==> config.mk <==
export PLATFORM = sky130hd
export DESIGN_NAME = spi_xfer_engine
export DESIGN_NICKNAME = d
export VERILOG_FILES = /design/src/rtl/spi_xfer_pkg.sv /design/src/rtl/spi_fmt_decode.sv /design/src/rtl/spi_shift.sv /design/src/rtl/spi_xfer_engine.sv
export SDC_FILE = /design/constraint.sdc
export NUM_CORES = 1
export LEC_CHECK = 0
export BUFFER_PORTS_ARGS = -buffer_cell sky130_fd_sc_hd__buf_2
export CAP_MARGIN = 10
export CORE_UTILIZATION = 63
export DETAILED_ROUTE_END_ITERATION = 6
export GPL_ROUTABILITY_DRIVEN = 0
export PLACE_DENSITY = 0.84
export RECOVER_POWER = 100
export SLEW_MARGIN = 20
export SYNTH_ARGS = -nofsm -noshare
export SYNTH_HDL_FRONTEND = slang
export SYNTH_SLANG_ARGS = --single-unit
==> constraint.sdc <==
create_clock -name clk -period 7.6 [get_ports clk]
set_clock_uncertainty 0.15 [all_clocks]
set_input_delay 0.38 -clock clk [delete_from_list [all_inputs] [get_ports clk]]
set_output_delay 0.38 -clock clk [all_outputs]
set_load 0.01 [all_outputs]
==> src/rtl/spi_xfer_pkg.sv <==
package spi_xfer_pkg;

  typedef enum logic [2:0] {
    ST_IDLE,
    ST_SETUP,
    ST_XFER,
    ST_HOLD,
    ST_FIN
  } xfer_state_t;

  typedef struct packed {
    logic cpol;
    logic cpha;
    logic hdx;
  } fmt_flags_t;

endpackage

==> src/rtl/spi_fmt_decode.sv <==
module spi_fmt_decode #(
  parameter int DATA_W = 16,
  parameter int LEN_W  = 5,
  parameter int PRE_W  = 8
) (
  input  logic [LEN_W-1:0] len,
  input  logic [PRE_W-1:0] prescale,
  output logic             len_ok,
  output logic [PRE_W:0]   half_a,
  output logic [PRE_W:0]   half_b
);
  localparam int HW = PRE_W + 1;

  logic [HW-1:0] div;

  always_comb begin
    div    = (prescale == '0) ? HW'(2) : ({1'b0, prescale} + HW'(1));
    half_a = div >> 1;
    half_b = div - half_a;
    len_ok = (int'(len) >= 2) && (int'(len) <= DATA_W);
  end

endmodule

==> src/rtl/spi_shift.sv <==
module spi_shift #(
  parameter int DATA_W = 16,
  parameter int LEN_W  = 5
) (
  input  logic              clk,
  input  logic              rst,
  input  logic              load,
  input  logic [DATA_W-1:0] tx_word,
  input  logic [LEN_W-1:0]  len,
  input  logic              shift_tx,
  input  logic              sample,
  input  logic              rx_bit,
  output logic              tx_msb,
  output logic [DATA_W-1:0] rx_word
);
  localparam int AW = LEN_W + 1;

  logic [DATA_W-1:0] tx_sh;
  logic [AW-1:0]     align;

  assign align  = AW'(DATA_W) - {1'b0, len};
  assign tx_msb = tx_sh[DATA_W-1];

  always_ff @(posedge clk) begin
    if (rst) begin
      tx_sh   <= '0;
      rx_word <= '0;
    end else if (load) begin
      tx_sh   <= tx_word << align;
      rx_word <= '0;
    end else begin
      if (shift_tx) tx_sh   <= {tx_sh[DATA_W-2:0], 1'b0};
      if (sample)   rx_word <= {rx_word[DATA_W-2:0], rx_bit};
    end
  end

endmodule

==> src/rtl/spi_xfer_engine.sv <==
module spi_xfer_engine #(
  parameter int DATA_W = 16,
  parameter int LEN_W  = 5,
  parameter int PRE_W  = 8,
  parameter int DLY_W  = 8
) (
  input  logic              clk,
  input  logic              rst,
  input  logic              start,
  input  logic [DATA_W-1:0] tx_data,
  input  logic              fmt_cpol,
  input  logic              fmt_cpha,
  input  logic [PRE_W-1:0]  fmt_prescale,
  input  logic [LEN_W-1:0]  fmt_len,
  input  logic              fmt_half_duplex,
  input  logic              fmt_no_cs_delay,
  input  logic [DLY_W-1:0]  setup_dly,
  input  logic [DLY_W-1:0]  hold_dly,
  output logic              busy,
  output logic              done,
  output logic              fmt_err,
  output logic [DATA_W-1:0] rx_data,
  output logic              sclk,
  output logic              mosi_o,
  output logic              mosi_oe,
  input  logic              mosi_i,
  input  logic              miso,
  output logic              cs_n
);
  import spi_xfer_pkg::*;

  localparam int HW = PRE_W + 1;
  localparam int KW = LEN_W + 2;

  xfer_state_t       st;
  fmt_flags_t        flags_q;
  logic [LEN_W-1:0]  len_q;
  logic [HW-1:0]     ha_q, hb_q, hcnt;
  logic [KW-1:0]     kcnt, k_nx, last_k;
  logic [DLY_W-1:0]  dly_cnt, hold_q;
  logic              len_ok;
  logic [HW-1:0]     ha_in, hb_in;
  logic              accept, half_end, sh_shift, sh_sample, rx_bit;
  logic [DATA_W-1:0] rx_word;

  spi_fmt_decode #(.DATA_W(DATA_W), .LEN_W(LEN_W), .PRE_W(PRE_W)) u_dec (
    .len(fmt_len), .prescale(fmt_prescale),
    .len_ok(len_ok), .half_a(ha_in), .half_b(hb_in)
  );

  assign accept    = (st == ST_IDLE) && start && len_ok;
  assign half_end  = (st == ST_XFER) && (hcnt == '0);
  assign k_nx      = kcnt + KW'(1);
  assign last_k    = {1'b0, len_q, 1'b0} - KW'(1);
  assign sh_sample = half_end && !kcnt[0];
  assign sh_shift  = half_end && kcnt[0] && (kcnt != last_k);
  assign rx_bit    = flags_q.hdx ? mosi_i : miso;

  spi_shift #(.DATA_W(DATA_W), .LEN_W(LEN_W)) u_shift (
    .clk(clk), .rst(rst), .load(accept), .tx_word(tx_data), .len(fmt_len),
    .shift_tx(sh_shift), .sample(sh_sample), .rx_bit(rx_bit),
    .tx_msb(mosi_o), .rx_word(rx_word)
  );

  always_ff @(posedge clk) begin
    if (rst) begin
      st      <= ST_IDLE;
      flags_q <= '0;
      len_q   <= '0;
      ha_q    <= '0;
      hb_q    <= '0;
      hcnt    <= '0;
      kcnt    <= '0;
      dly_cnt <= '0;
      hold_q  <= '0;
      cs_n    <= 1'b1;
      sclk    <= 1'b0;
      mosi_oe <= 1'b0;
      busy    <= 1'b0;
      done    <= 1'b0;
      fmt_err <= 1'b0;
      rx_data <= '0;
    end else begin
      done    <= 1'b0;
      fmt_err <= 1'b0;
      case (st)
        ST_IDLE: begin
          sclk <= fmt_cpol;
          if (start && !len_ok) fmt_err <= 1'b1;
          if (accept) begin
            flags_q <= '{cpol: fmt_cpol, cpha: fmt_cpha, hdx: fmt_half_duplex};
            len_q   <= fmt_len;
            ha_q    <= ha_in;
            hb_q    <= hb_in;
            dly_cnt <= fmt_no_cs_delay ? '0 : setup_dly;
            hold_q  <= fmt_no_cs_delay ? '0 : hold_dly;
            cs_n    <= 1'b0;
            busy    <= 1'b1;
            mosi_oe <= !fmt_half_duplex;
            st      <= ST_SETUP;
          end
        end
        ST_SETUP: begin
          if (dly_cnt != '0) begin
            dly_cnt <= dly_cnt - DLY_W'(1);
          end else begin
            kcnt <= '0;
            hcnt <= ha_q - HW'(1);
            sclk <= flags_q.cpol ^ ~flags_q.cpha;
            st   <= ST_XFER;
          end
        end
        ST_XFER: begin
          if (hcnt != '0) begin
            hcnt <= hcnt - HW'(1);
          end else if (kcnt == last_k) begin
            sclk    <= flags_q.cpol;
            dly_cnt <= hold_q;
            st      <= ST_HOLD;
          end else begin
            kcnt <= k_nx;
            hcnt <= (k_nx[0] ? hb_q : ha_q) - HW'(1);
            sclk <= flags_q.cpol ^ (k_nx[0] ~^ flags_q.cpha);
          end
        end
        ST_HOLD: begin
          if (dly_cnt != '0) begin
            dly_cnt <= dly_cnt - DLY_W'(1);
          end else begin
            cs_n    <= 1'b1;
            mosi_oe <= 1'b0;
            st      <= ST_FIN;
          end
        end
        ST_FIN: begin
          done    <= 1'b1;
          busy    <= 1'b0;
          rx_data <= rx_word;
          st      <= ST_IDLE;
        end
        default: st <= ST_IDLE;
      endcase
    end
  end

  // done follows a cycle in which CS was already released
  assert_done_after_cs_R11: assert property (@(posedge clk) disable iff (rst)
    done |-> (cs_n && $past(cs_n)));

  // a selected slave always implies an active transfer
  assert_cs_implies_busy_R11: assert property (@(posedge clk) disable iff (rst)
    !cs_n |-> busy);

  // no MOSI drive during a half-duplex transfer
  assert_hdx_no_drive_R7: assert property (@(posedge clk) disable iff (rst)
    (!cs_n && flags_q.hdx) |-> !mosi_oe);

  // an error pulse never accompanies a transfer
  assert_err_no_xfer_R6: assert property (@(posedge clk) disable iff (rst)
    fmt_err |-> (cs_n && !busy));

  // SCLK is idle at both CS transitions
  assert_cs_fall_idle_R2: assert property (@(posedge clk) disable iff (rst)
    $fell(cs_n) |-> (sclk == flags_q.cpol));
  assert_cs_rise_idle_R2: assert property (@(posedge clk) disable iff (rst)
    $rose(cs_n) |-> (sclk == flags_q.cpol));

  // only legal lengths ever get latched for a transfer
  assert_len_legal_R5: assert property (@(posedge clk) disable iff (rst)
    !cs_n |-> ((int'(len_q) >= 2) && (int'(len_q) <= DATA_W)));

endmodule

After elaboration in Yosys (flattened, before gate mapping). Index checks and enable logic that the tools add are counted.

Logic and storage cells: 124. Bits in registers: 114. Input bits: 54. Output and inout port bits: 23.

Shift-type cells: 1. Equal/unequal tests: 14. Multiplexer cells: 40. Add/sub/neg operators: 9. Bitwise operators: 5. $lt $le $gt $ge: 2. Reduce and logical (&&, ||, !) cells: 33.

Operators by type and width (number): $mux 8 (6); $mux 9 (5); $mux 16 (2); $pmux 8 s3 (1); $mux 7 (3); $pmux 9 s2 (1); $sub 9x1->9 const B (2); $shl 16x6->16 (1); $mux 3 (5); $pmux 7 s2 (1); $pmux 3 s4 (1); $mux 1 (11); $ne 2x2->1 const B (5); $reduce_and 5->1 (2); $add 8x1->9 const B (1); $logic_not 9->1 (1); $reduce_and 3->1 (3); $reduce_bool 9->1 (1); $sub 8x1->9 const B (1); $sub 9x8->9 (1); $logic_and 1x1->1 (8); $logic_not 8->1 (1); $reduce_bool 2->1 (4); $reduce_bool 8->1 (1); other kinds (24) (36).

Logic depth before layout (Yosys ltp).
Word-level depth: 6. Gate-level depth with buffers: 16. Mapped depth without buffers: 16.

Hierarchy. From an unflattened synthesis, not the netlist that was laid out.

Cells, all modules: 856. Area, all modules: 7001.7 um^2.

By module, submodules not included: spi_xfer_engine (area each 4053.9 um^2, instances 1, cells an instance 486); spi_shift (area each 2102.0 um^2, instances 1, cells an instance 245); spi_fmt_decode (area each 845.8 um^2, instances 1, cells an instance 125).

Worst setup path after synthesis. Ideal clock, no wire load.

Path type: input-to-reg. Start: input fmt_prescale[0]. End: register hb_q[8]. Library setup time: 0.086 ns. Stages: 14. Required time: 7.364 ns. Slack: 4.302 ns. Data arrival time: 3.063 ns. Buffers on the path: 0. Cells stage by stage: inv_1 ha_1 or4b_2 nor4_1 nor2_1 ha_1 nor2b_1 o21ai_0 nand2b_1 a21o_1 a21o_1 a31oi_1 xor2_1 a211oi_1.

Cells in the longest elaborated chain, start to end: 3. Elaborated cells on any way between the ends: 4.

Ends and longest elaborated chain: from (decl) (line spi_xfer_engine.sv:13) `input logic [PRE_W-1:0] fmt_prescale,`; $add 8x1->9 / $logic_not 8->1 (equally long branches) (line spi_fmt_decode.sv:17) `div = (prescale == '0) ? HW'(2) : ({1'b0, prescale} + HW'(1));`; $mux 9 * (line spi_fmt_decode.sv:17); named net ha_in[1] (line spi_xfer_engine.sv:42) `logic [HW-1:0] ha_in, hb_in;`; $sub 9x8->9 * (line spi_fmt_decode.sv:19) `half_b = div - half_a;`; to (signal assigned) (line spi_xfer_engine.sv:94) `hb_q <= hb_in;`; to (decl) (line spi_xfer_engine.sv:38) `logic [HW-1:0] ha_q, hb_q, hcnt;`.

The timed path passes the listed nets; every way through them passes the cells marked *. A chain may end at the register's enable or synchronous reset.

Worst setup path after layout.
Start: register st[1]. End: register hcnt[8].

Cells in the longest elaborated chain, start to end: 3. Elaborated cells on any way between the ends: 7.

Ends and longest elaborated chain: from (decl) (line spi_xfer_engine.sv:35) `xfer_state_t st;`; from (signal assigned) (line spi_xfer_engine.sv:67) `st <= ST_IDLE;`; from (signal assigned) (line spi_xfer_engine.sv:100) `st <= ST_SETUP;`; from (signal assigned) (line spi_xfer_engine.sv:110) `st <= ST_XFER;`; $eq 3x2->1 / $eq 3x1->1 (equally long branches) (line spi_xfer_engine.sv:86) `case (st)`; $ne 3x3->1 (no source line) (tied with other cells); $reduce_and 3->1 (no source line); to (signal assigned) (line spi_xfer_engine.sv:108) `hcnt <= ha_q - HW'(1);`; to (signal assigned) (line spi_xfer_engine.sv:115) `hcnt <= hcnt - HW'(1);`; to (signal assigned) (line spi_xfer_engine.sv:122) `hcnt <= (k_nx[0] ? hb_q : ha_q) - HW'(1);`; to (decl) (line spi_xfer_engine.sv:38).

Several ways; a longest one is shown, not always the timed one.

==> impl_results.md <==
- Power per cell area: 323 nW/um^2
- Fin crit share: 0.665
- Initial Utilization: 0.649
- Worst-case reg-to-reg path depth: 8
- WP data arrival: 5330 ps
- Clk Latency, worst-skew pair: 520 ps
- Die height: 102 um
- Die ar.: 10500 um^2
- Highest clock rate: 0.198 GHz
- RR Startpoint: st[1]$_SDFFE_PP0P_
- Grt ovf: 0
- Initial antenna violation count: 0
- Final nets: 934
- RSZ-0062 raised after global routing: false
- CP Data Required Time: 7880 ps
- Critical path class: reg2reg
- Clk root buf: clkbuf_8
- Setup TNS: 0 ps
- First-pass iteration count of the detailed router: 5
- DR vias/cell: 6.20
- Failing checks: max-capacitance violations, max-slew violations
- Top cells by area, synth: dfxtp_1 (36%), nand2_1 (6.8%), a21oi_1 (5.0%), nor2_1 (4.7%), mux2i_1 (3.6%)
- Routed wire length: 16000 um
- Die W: 102 um
- Max VDD drop: 0.154 mV
- Post-synth EDFFs: 0
- FF-to-FF End: hcnt[8]$_SDFFE_PP0P_
- Design Area, Final: 7370 um^2
- Synth Register Bits: 114
- Seq/Total Area, Yosys: 0.360
- First-pass GRT wire length: 26500 um
- Drt drc: 0
- Share of cells above drive strength 1: 0.126
- Clock period minus worst slack: 5060 ps
- Synth Flop Type: dfxtp_1
- Total power: 2.38 mW
- Hold Slack: 6.98 ps
- Syn avg cell area: 7.94 um^2
- CTS buffer count: 17
- Pin count of the biggest net entering global routing: 84
- Final Slew Violations: 62
- Yosys cell types: 66
- Worst-margin pin slew: 3010 ps
- Slew HR: -1.04
- Maximum Capacitance Violations: 2
- CTS Buffer Depth: 2
- Avg WL per Cell: 15.9 um
- Leakage dissipation: 2.85 nW
- Core area: 9770 um^2
- Outcome: complete, but fails checks
- Hold path cells: 3
- Cell with the most instances after synthesis: nand2_1
- Worst Setup Start Kind: flip-flop
- Worst Hold Class: in2reg
- H-tree depth: 4
- Post_cts resized: 0
- DRT iter0 DRCs: 375
- Post-Place Cell Area: 6760 um^2
- Reg2reg setup slack: 2540 ps
- Critical path peak fanout: 18
- Area share of the largest cell type after synthesis: 0.360
- Via count: 6248
- Hold Path Origin: start
- Hold EP: fmt_err$_SDFF_PP0_
- Post-route ant nets: 0
- Vias in the first global route: 5763
- GR Util All Layers: 0.321
- FFs w/ async S/R, synth: 0
- CTS Sinks: 114
- CTS tree: built
- IO Port Bufs: 76
- Detailed placer's ending HPWL: 11000 um
- Endpoints failing setup: 0
- Ant. Diodes: 0
- Yosys Warn Count: 0
- Final Hold Violating Endpoints: 0
- Final Instance Count excl. Fillers: 1008
- Syn Inst Count: 798
- Worst-path clk slew: 60 ps
- I/O pin cnt: 77
- Area Growth Syn to Fin: 16.3%
- Crit end category: flip-flop
- Synth Cell Area: 6340 um^2
- Yosys top cell by area: dfxtp_1
- Std-Cell Rows: 36
- Post-synth net total: 870
- Dpl cells: 965
- Top post-synthesis cells by count: nand2_1 (115), dfxtp_1 (114), nor2_1 (79)
repair_timing:
item | CTS | global route
hold buffers | 11 | 0
buffers inserted | 0 | 0
hold endpoints to repair | 11 | 0
state kept, by name (all words and copies together) (netlist names), 5 cells and up:
register and count:
dly_cnt 8, ha_q 8, hb_q 9, hcnt 9, hold_q 8, kcnt 7, len_q 5, rx_data 16
u_shift.rx_word 16, u_shift.tx_sh 16
cell usage in the layout (no fill, tap or decap), types with 7 or more instances in the layout:
| cell type | count |
|---|---|
| dfxtp_1 | 114 |
| buf_2 | 52 |
| a31oi_1 | 7 |
| clkbuf_1 | 26 |
| mux2i_1 | 23 |
| nor3_1 | 24 |
| ha_1 | 17 |
| a211oi_1 | 28 |
| nand3_1 | 23 |
| a22o_1 | 18 |
| nand2b_1 | 16 |
| xor2_1 | 13 |
| inv_1 | 23 |
| clkbuf_16 | 16 |
| a21oi_1 | 63 |
| o21ai_0 | 39 |
| dlygate4sd3_1 | 11 |
| nor4_1 | 7 |
| or2_2 | 7 |
| xnor2_1 | 20 |
| nand3b_1 | 9 |
| nand2_1 | 115 |
| nor2_1 | 79 |
power by group:
group / internal (mW) / switching (mW) / total (mW) / leakage, nW
registers: 0.684 / 0.0879 / 0.772 / 0.927
clock network: 0.451 / 0.325 / 0.776 / 0.278
logic: 0.316 / 0.521 / 0.836 / 1.64
how the worst max path moves through the flow:
stage | start | end | slack (ps) | depth (start not counted)
after CTS | st[1]$_SDFFE_PP0P_ | hcnt[8]$_SDFFE_PP0P_ | 4140 | 11
after global placement | fmt_len[0] | u_shift.tx_sh[3]$_SDFFE_PP0P_ | 3990 | 13
after floorplan | fmt_prescale[0] | hb_q[8]$_SDFFE_PP0P_ | 4300 | 14
after detailed placement | fmt_prescale[0] | hb_q[8]$_SDFFE_PP0P_ | 3840 | 17
final | st[1]$_SDFFE_PP0P_ | hcnt[8]$_SDFFE_PP0P_ | 2540 | 8
after global routing | st[1]$_SDFFE_PP0P_ | hcnt[8]$_SDFFE_PP0P_ | 2140 | 8
cell families after synthesis:
logic type | after synthesis | synth area share
flops | 114 | 0.360
buf+inv | 73 | 0.0452
fa+ha+maj | 18 | 0.0367
mux | 29 | 0.0470
simple gates | 325 | 0.252
xor+xnor | 33 | 0.0456
compound gates | 206 | 0.214
critical path, cell delays in order (launching register included):
cell and delay (ps):
dfxtp_1 620, or3b_2 630, nor4b_1 2410, o21ai_0 280
nor3b_1 310, nand3_1 150, nor3_1 80, xor2_1 160
o22ai_1 180
routing by layer:
metal / part of all wire / GRT usage
met1: 0.41 / 0.386
met2: 0.49 / 0.542
met3: 0.070 / 0.0718
met4: 0.032 / 0.157
met5: 0 / 0
final cells by class:
| type | instances | area [um^2] |
|---|---|---|
| inverters | 23 | 86.3 |
| clock inverters | 15 | 164 |
| multi-input cells | 611 | 3750 |
| repair buffers | 95 | 513 |
| clock buffers | 17 | 414 |
| flip-flops and latches | 114 | 2280 |
| fillers | 741 | 2400 |
| well taps | 133 | 166 |
metrics by stage:
| stage | utilization | worst slack, ps |
|---|---|---|
| 6_report | 0.754 | 2540 |
| 5_1_grt | 0.754 | 2140 |
| 4_1_cts | 0.762 | 4140 |
| 3_5_place_dp | 0.691 | 3840 |
| 3_3_place_gp | 0.691 | 3990 |
| 2_1_floorplan | - | 4300 |
Power figures use the tool's default switching activity.
